<file path="src/rtl/shadow_bank_pkg.sv">
package shadow_bank_pkg;

  typedef struct packed {
    logic mode_buf_wr;
    logic mode_copy_wr;
    logic mode_copy_rd;
    logic cnt_buf_wr;
    logic cnt_copy_wr;
    logic cnt_copy_rd;
  } strobe_t;

  typedef enum logic [1:0] {
    SEL_NONE     = 2'd0,
    SEL_MODE_BUF = 2'd1,
    SEL_CNT_BUF  = 2'd2
  } rd_sel_e;

endpackage

</file>
<file path="src/rtl/sb_decode.sv">
module sb_decode
  import shadow_bank_pkg::*;
#(
  parameter int                ADDR_W         = 8,
  parameter logic [ADDR_W-1:0] MODE_BUF_ADDR  = 8'hB0,
  parameter logic [ADDR_W-1:0] MODE_COPY_ADDR = 8'hB4,
  parameter logic [ADDR_W-1:0] CNT_BUF_ADDR   = 8'hB8,
  parameter logic [ADDR_W-1:0] CNT_COPY_ADDR  = 8'hBC
) (
  input  logic              wr_en_i,
  input  logic              rd_en_i,
  input  logic [ADDR_W-1:0] addr_i,
  output strobe_t           stb_o,
  output rd_sel_e           sel_o
);

  logic rd_only;
  assign rd_only = rd_en_i & ~wr_en_i;  // write wins on a combined access

  always_comb begin
    stb_o.mode_buf_wr  = wr_en_i && (addr_i == MODE_BUF_ADDR);
    stb_o.mode_copy_wr = wr_en_i && (addr_i == MODE_COPY_ADDR);
    stb_o.mode_copy_rd = rd_only && (addr_i == MODE_COPY_ADDR);
    stb_o.cnt_buf_wr   = wr_en_i && (addr_i == CNT_BUF_ADDR);
    stb_o.cnt_copy_wr  = wr_en_i && (addr_i == CNT_COPY_ADDR);
    stb_o.cnt_copy_rd  = rd_only && (addr_i == CNT_COPY_ADDR);
  end

  always_comb begin
    sel_o = SEL_NONE;
    if (rd_en_i) begin
      if (addr_i == MODE_BUF_ADDR)     sel_o = SEL_MODE_BUF;
      else if (addr_i == CNT_BUF_ADDR) sel_o = SEL_CNT_BUF;
    end
  end

endmodule

</file>
<file path="src/rtl/sb_mode_reg.sv">
module sb_mode_reg #(
  parameter int DATA_W  = 32,
  parameter int POS_BIT = 22,
  parameter int NEG_BIT = 23
) (
  input  logic              clk_i,
  input  logic              rst_ni,
  input  logic              buf_wr_i,
  input  logic              copy_wr_i,
  input  logic              copy_rd_i,
  input  logic [DATA_W-1:0] wdata_i,
  input  logic [1:0]        ovf_i,    // [0] positive, [1] negative
  output logic [DATA_W-1:0] buf_o,
  output logic [DATA_W-1:0] reg_o
);

  localparam int NFLAG = 2;
  localparam logic [DATA_W-1:0] FLAG_MASK =
    (DATA_W'(1) << POS_BIT) | (DATA_W'(1) << NEG_BIT);

  logic [DATA_W-1:0] body_q;
  logic [DATA_W-1:0] buf_q;
  logic [NFLAG-1:0]  flag_w;

  always_ff @(posedge clk_i or negedge rst_ni) begin
    if (!rst_ni)        body_q <= '0;
    else if (copy_wr_i) body_q <= buf_q & ~FLAG_MASK;
  end

  // sticky flags: a new event beats the clear from a copy-write
  for (genvar g = 0; g < NFLAG; g++) begin : g_flag
    logic f_q;
    always_ff @(posedge clk_i or negedge rst_ni) begin
      if (!rst_ni)        f_q <= 1'b0;
      else if (ovf_i[g])  f_q <= 1'b1;
      else if (copy_wr_i) f_q <= 1'b0;
    end
    assign flag_w[g] = f_q;
  end

  always_comb begin
    reg_o          = body_q;
    reg_o[POS_BIT] = flag_w[0];
    reg_o[NEG_BIT] = flag_w[1];
  end

  always_ff @(posedge clk_i or negedge rst_ni) begin
    if (!rst_ni)        buf_q <= '0;
    else if (buf_wr_i)  buf_q <= wdata_i;
    else if (copy_rd_i) buf_q <= reg_o;
  end

  assign buf_o = buf_q;

endmodule

</file>
<file path="src/rtl/sb_counter.sv">
module sb_counter #(
  parameter int CNT_W = 32
) (
  input  logic             clk_i,
  input  logic             rst_ni,
  input  logic             buf_wr_i,
  input  logic             copy_wr_i,
  input  logic             copy_rd_i,
  input  logic             inc_i,
  input  logic [CNT_W-1:0] wdata_i,
  output logic [CNT_W-1:0] buf_o,
  output logic [CNT_W-1:0] cnt_o
);

  logic [CNT_W-1:0] cnt_q;
  logic [CNT_W-1:0] buf_q;

  always_ff @(posedge clk_i or negedge rst_ni) begin
    if (!rst_ni)        cnt_q <= '0;
    else if (copy_wr_i) cnt_q <= buf_q;
    else if (inc_i)     cnt_q <= cnt_q + CNT_W'(1);
  end

  always_ff @(posedge clk_i or negedge rst_ni) begin
    if (!rst_ni)        buf_q <= '0;
    else if (buf_wr_i)  buf_q <= wdata_i;
    else if (copy_rd_i) buf_q <= cnt_q;
  end

  assign buf_o = buf_q;
  assign cnt_o = cnt_q;

endmodule

</file>
<file path="src/rtl/shadow_bank.sv">
module shadow_bank
  import shadow_bank_pkg::*;
#(
  parameter int                ADDR_W         = 8,
  parameter int                DATA_W         = 32,
  parameter int                CNT_W          = 32,
  parameter int                POS_BIT        = 22,
  parameter int                NEG_BIT        = 23,
  parameter logic [ADDR_W-1:0] MODE_BUF_ADDR  = 8'hB0,
  parameter logic [ADDR_W-1:0] MODE_COPY_ADDR = 8'hB4,
  parameter logic [ADDR_W-1:0] CNT_BUF_ADDR   = 8'hB8,
  parameter logic [ADDR_W-1:0] CNT_COPY_ADDR  = 8'hBC
) (
  input  logic              clk_i,
  input  logic              rst_ni,
  input  logic              wr_en_i,
  input  logic              rd_en_i,
  input  logic [ADDR_W-1:0] addr_i,
  input  logic [DATA_W-1:0] wdata_i,
  output logic [DATA_W-1:0] rdata_o,
  input  logic              ovf_pos_i,
  input  logic              ovf_neg_i,
  input  logic              cnt_en_i,
  output logic [DATA_W-1:0] mode_o,
  output logic [CNT_W-1:0]  cnt_o
);

  strobe_t           stb;
  rd_sel_e           sel;
  logic [DATA_W-1:0] mode_buf;
  logic [CNT_W-1:0]  cnt_buf;

  sb_decode #(
    .ADDR_W(ADDR_W), .MODE_BUF_ADDR(MODE_BUF_ADDR), .MODE_COPY_ADDR(MODE_COPY_ADDR),
    .CNT_BUF_ADDR(CNT_BUF_ADDR), .CNT_COPY_ADDR(CNT_COPY_ADDR)
  ) u_decode (
    .wr_en_i(wr_en_i), .rd_en_i(rd_en_i), .addr_i(addr_i),
    .stb_o(stb), .sel_o(sel)
  );

  sb_mode_reg #(.DATA_W(DATA_W), .POS_BIT(POS_BIT), .NEG_BIT(NEG_BIT)) u_mode (
    .clk_i(clk_i), .rst_ni(rst_ni),
    .buf_wr_i(stb.mode_buf_wr), .copy_wr_i(stb.mode_copy_wr), .copy_rd_i(stb.mode_copy_rd),
    .wdata_i(wdata_i), .ovf_i({ovf_neg_i, ovf_pos_i}),
    .buf_o(mode_buf), .reg_o(mode_o)
  );

  sb_counter #(.CNT_W(CNT_W)) u_cnt (
    .clk_i(clk_i), .rst_ni(rst_ni),
    .buf_wr_i(stb.cnt_buf_wr), .copy_wr_i(stb.cnt_copy_wr), .copy_rd_i(stb.cnt_copy_rd),
    .inc_i(cnt_en_i), .wdata_i(wdata_i[CNT_W-1:0]),
    .buf_o(cnt_buf), .cnt_o(cnt_o)
  );

  always_comb begin
    unique case (sel)
      SEL_MODE_BUF: rdata_o = mode_buf;
      SEL_CNT_BUF:  rdata_o = DATA_W'(cnt_buf);
      default:      rdata_o = '0;
    endcase
  end

endmodule

</file>
<file path="config.mk">
export PLATFORM = sky130hd
export DESIGN_NAME = shadow_bank
export DESIGN_NICKNAME = d
export VERILOG_FILES = /design/src/rtl/shadow_bank_pkg.sv /design/src/rtl/sb_decode.sv /design/src/rtl/sb_mode_reg.sv /design/src/rtl/sb_counter.sv /design/src/rtl/shadow_bank.sv
export SDC_FILE = /design/constraint.sdc
export NUM_CORES = 1
export LEC_CHECK = 0
export BUFFER_PORTS_ARGS = -buffer_cell sky130_fd_sc_hd__buf_2
export CAP_MARGIN = 20
export CORE_AREA = 2 2 139 141
export CTS_BUF_LIST = sky130_fd_sc_hd__clkbuf_2
export DETAILED_ROUTE_END_ITERATION = 12
export DIE_AREA = 0 0 141 143
export GPL_ROUTABILITY_DRIVEN = 0
export PLACE_DENSITY = 0.56
export SKIP_CTS_REPAIR_TIMING = 1
export SYNTH_ARGS = -nofsm -noshare
export SYNTH_HDL_FRONTEND = slang
export SYNTH_SLANG_ARGS = --single-unit
</file>
<file path="constraint.sdc">
create_clock -name clk_i -period 3.45 [get_ports clk_i]
set_clock_uncertainty 0.1 [all_clocks]
set_input_delay 0.8625 -clock clk_i [delete_from_list [all_inputs] [get_ports clk_i]]
set_output_delay 0.8625 -clock clk_i [all_outputs]
set_load 0.02 [all_outputs]
</file>
==> reports/qor.yml <==
global_routing:
  grt-ovfl-total: 0
  grt.total_usage_pct: 19.2
  antenna_found_initial: 2
  grt_max_degree: 50
  grt_pass1_wl_um: 29800
  grt_pass1_vias: 5258
setup_path:
  r2r_start: "u_cnt.cnt_o[0]"
  r2r_end: "u_cnt.cnt_o[26]"
  reg2reg_slack_ps: 1350
  reg2reg_depth: 6
  crit_type: "in -> out"
  arrival_ps: 2550
  worst-endpoint-required_ps: 2490
  end_kind: "output port"
  crit_path_start_kind: "primary input"
  cp_max_fo: 8
pwr:
  leakage_nw: 4.16
  power.density_nw_per_um2: 370
  peakVddDrop_mv: 0.195
  finalPower_w: 0.00301
detailed_routing:
  wl_per_cell_um: 17.6
  drc: 0
  drtIter0Drc: 320
  postRouteAntennaNets: 0
  wirelength_um: 19300
  dr.pass1.iters: 5
  vias: 5566
  viasPerCell: 5.08
clocking:
  insertion_delay_ps: 720
  numClockSinks: 128
  cts_tree: "yes"
  clockBufferDepth: 2
  htreeDepth: 4
  path_clk_slew_ps: 190
  tritoncts.num_buffers: 17
  cts-root-buf: "clkbuf_2"
placement:
  dp_hpwl_um: 13500
  port_buffers: 142
  placement.cell_area_um2: 7550
synth:
  yosys.area.top_type: "dfrtp_1"
  yosys_warnings: 0
  synth_flop_cell: "dfrtp_1"
  ys_types: 40
  ys_seq_area_share_pct: 49.8
  syn_avg_cell_area_um2: 9.17
  syn_nets: 752
  synth_top_area_share_pct: 49.8
  synthArstFlopShare_pct: 100
  syn_inst: 702
  synthTopCellsByArea: "dfrtp_1 (50%), nand2_1 (11%), mux2i_1 (9.6%), o21ai_0 (6.8%), a22oi_1 (4.0%)"
  synth_area_um2: 6440
  synth_seq_cells: 128
  synth-edff-count: 0
timing:
  maxSlewViolCount: 0
  maxSlewHeadroom_pct: 50.8
  rsz0062_at_grt: "yes"
  worstMarginPinSlew_ps: 736
  whs_ps: 198
  worst_slack_ps: -61.9
  finalSetupViolCount: 21
  hold_viol_final: 0
  timing.fmax_ghz: 0.285
  post-route-period-util_pct: 102
  fin_crit_ps: 3510
layout:
  fillers: 1839
  syn_to_final_growth_pct: 26.5
  drive_gt1_share_pct: 28.3
  utilization_pct: 43.8
  design_area_um2: 8140
  fin_nets: 898
floorplanning:
  die_x_um: 141
  dieArea_um2: 20200
  fp-row-count: 50
  coreArea_um2: 18600
  start_util_pct: 34.6
  die_h_um: 143
  ios: 143
hold_path:
  hold_end: "u_mode.g_flag[1].f_q"
  hold_path_depth: 2
  hold_start: "ovf_neg_i"
  hold_class: "in -> reg"
outcome:
  violations: "negative setup slack"
  status: "complete, but fails checks"
job:
  cap_violations: 0
==> worst max-delay path, stage by stage <==
cell	delay (ps)
buf_6	90
nand4b_1	260
nor4_4	370
nand2_2	130
ha_4	240
clkbuf_16	190
a22oi_1	200
nor2_1	60
buf_4	160
==> where the power goes <==
| part | switching [W] | leakage (nW) | internal (W) |
|---|---|---|---|
| Sequential | 0.000100 | 1.76 | 0.00156 |
| Combinational | 0.000191 | 2.25 | 0.000124 |
| Clock | 0.000583 | 0.154 | 0.000459 |
| Total | 0.000874 | 4.16 | 0.00214 |
==> area by class of cell <==
cell class / instances / area [µm²] / area share (%)
Inverter: 2 / 7.51 / 0.0922
Clock inverter: 14 / 173 / 2.12
Clock buffer: 17 / 85.1 / 1.05
Antenna cell: 1 / 2.50 / 0.0307
Sequential cell: 128 / 3200 / 39.3
Timing Repair Buffer: 172 / 1180 / 14.5
Tap cell: 234 / 293 / 3.60
Multi-Input combinational cell: 527 / 3200 / 39.3
==> metrics by stage <==
step / cells / TNS, ps / setup slack (ps)
after CTS: 1090 / -1130 / -101
after floorplan: 702 / 0 / 35.8
after global routing: 1095 / -4060 / -165
after global placement: 1059 / -190 / -51.2
final: 1095 / -435 / -61.9
after detailed placement: 1059 / -800 / -79.9
==> cells by family after synthesis <==
family,synth area share (%)
multiplexers,9.82
AND/OR/NAND/NOR,20.7
flip-flops,49.8
AO/OA/AOI/OAI,12.1
adder cells (fa/ha/maj),0.583
buffers and inverters,3.25
XOR/XNOR,3.81
==> registers in the layout, indices dropped and copies added (netlist names) <==
| register | flops |
|---|---|
| u_cnt.cnt_o | 32 |
| u_mode.buf_o | 32 |
| u_mode.g_flag.f_q | 2 |
| u_mode.body_q | 30 |
| u_cnt.buf_o | 32 |
==> cells in the mapped netlist (2+ instances only) <==
cell        n
clkbuf_1   25
nand2_1   193
nand4b_1    3
clkbuf_2    2
buf_4       3
nor2b_1     3
inv_1       2
nor4_1      2
and2_1      2
buf_2      15
xnor2_1     7
dfrtp_1   128
a22o_1      2
a21o_1      2
or3_1       2
xor2_1     21
nand3_1    14
o21ai_0    87
nand4_1    14
ha_1        3
nor3_2      3
o21ai_1     4
and3_1      9
a22oi_1    34
nor2_1     41
a21oi_1     3
and3_2      2
and4_1      3
mux2i_1    62
==> worst max-delay path by stage <==
stage | startpoint | to | slack [ps] | depth (start not counted)
after floorplan | addr_i[6] | rdata_o[13] | 40 | 8
after global placement | addr_i[6] | rdata_o[15] | -50 | 10
after detailed placement | addr_i[6] | rdata_o[15] | -80 | 10
after CTS | addr_i[6] | rdata_o[15] | -100 | 10
after global routing | addr_i[6] | rdata_o[30] | -160 | 11
final | addr_i[6] | rdata_o[1] | -60 | 9
==> layer usage <==
metal  up-vias  track usage, %  routed length (µm)
met5         -               0                   7
met4         2            5.95                 214
met3        14            3.96                 880
met2       131            28.7                8710
met1      2702            28.0                9480
li1       2717               -                   -
==> cells in the final DEF, fill, tap and decap left out, types with 3 or more instances in the layout <==
cell       Yosys  layout
xor2_1        21      21
nor2b_1        3       3
clkinv_2       0       6
nand4b_1       3       3
and3_1         9       8
buf_2         15     108
buf_4          3      50
and3_2         2       3
nand4_1       14      14
a22oi_1       34      13
a21oi_1        3       3
clkbuf_2       2      17
nor2_1        41      40
nand2_1      193     189
a22oi_2        0      21
nand3_1       14      14
nand2_2        1       5
xnor2_1        7       7
mux2i_1       62      62
and4_1         3       3
o21ai_0       87      87
dfrtp_1      128     128
bufinv_16      0       4
buf_12         0       9
Note: power is estimated with default switching activity, not from simulation.
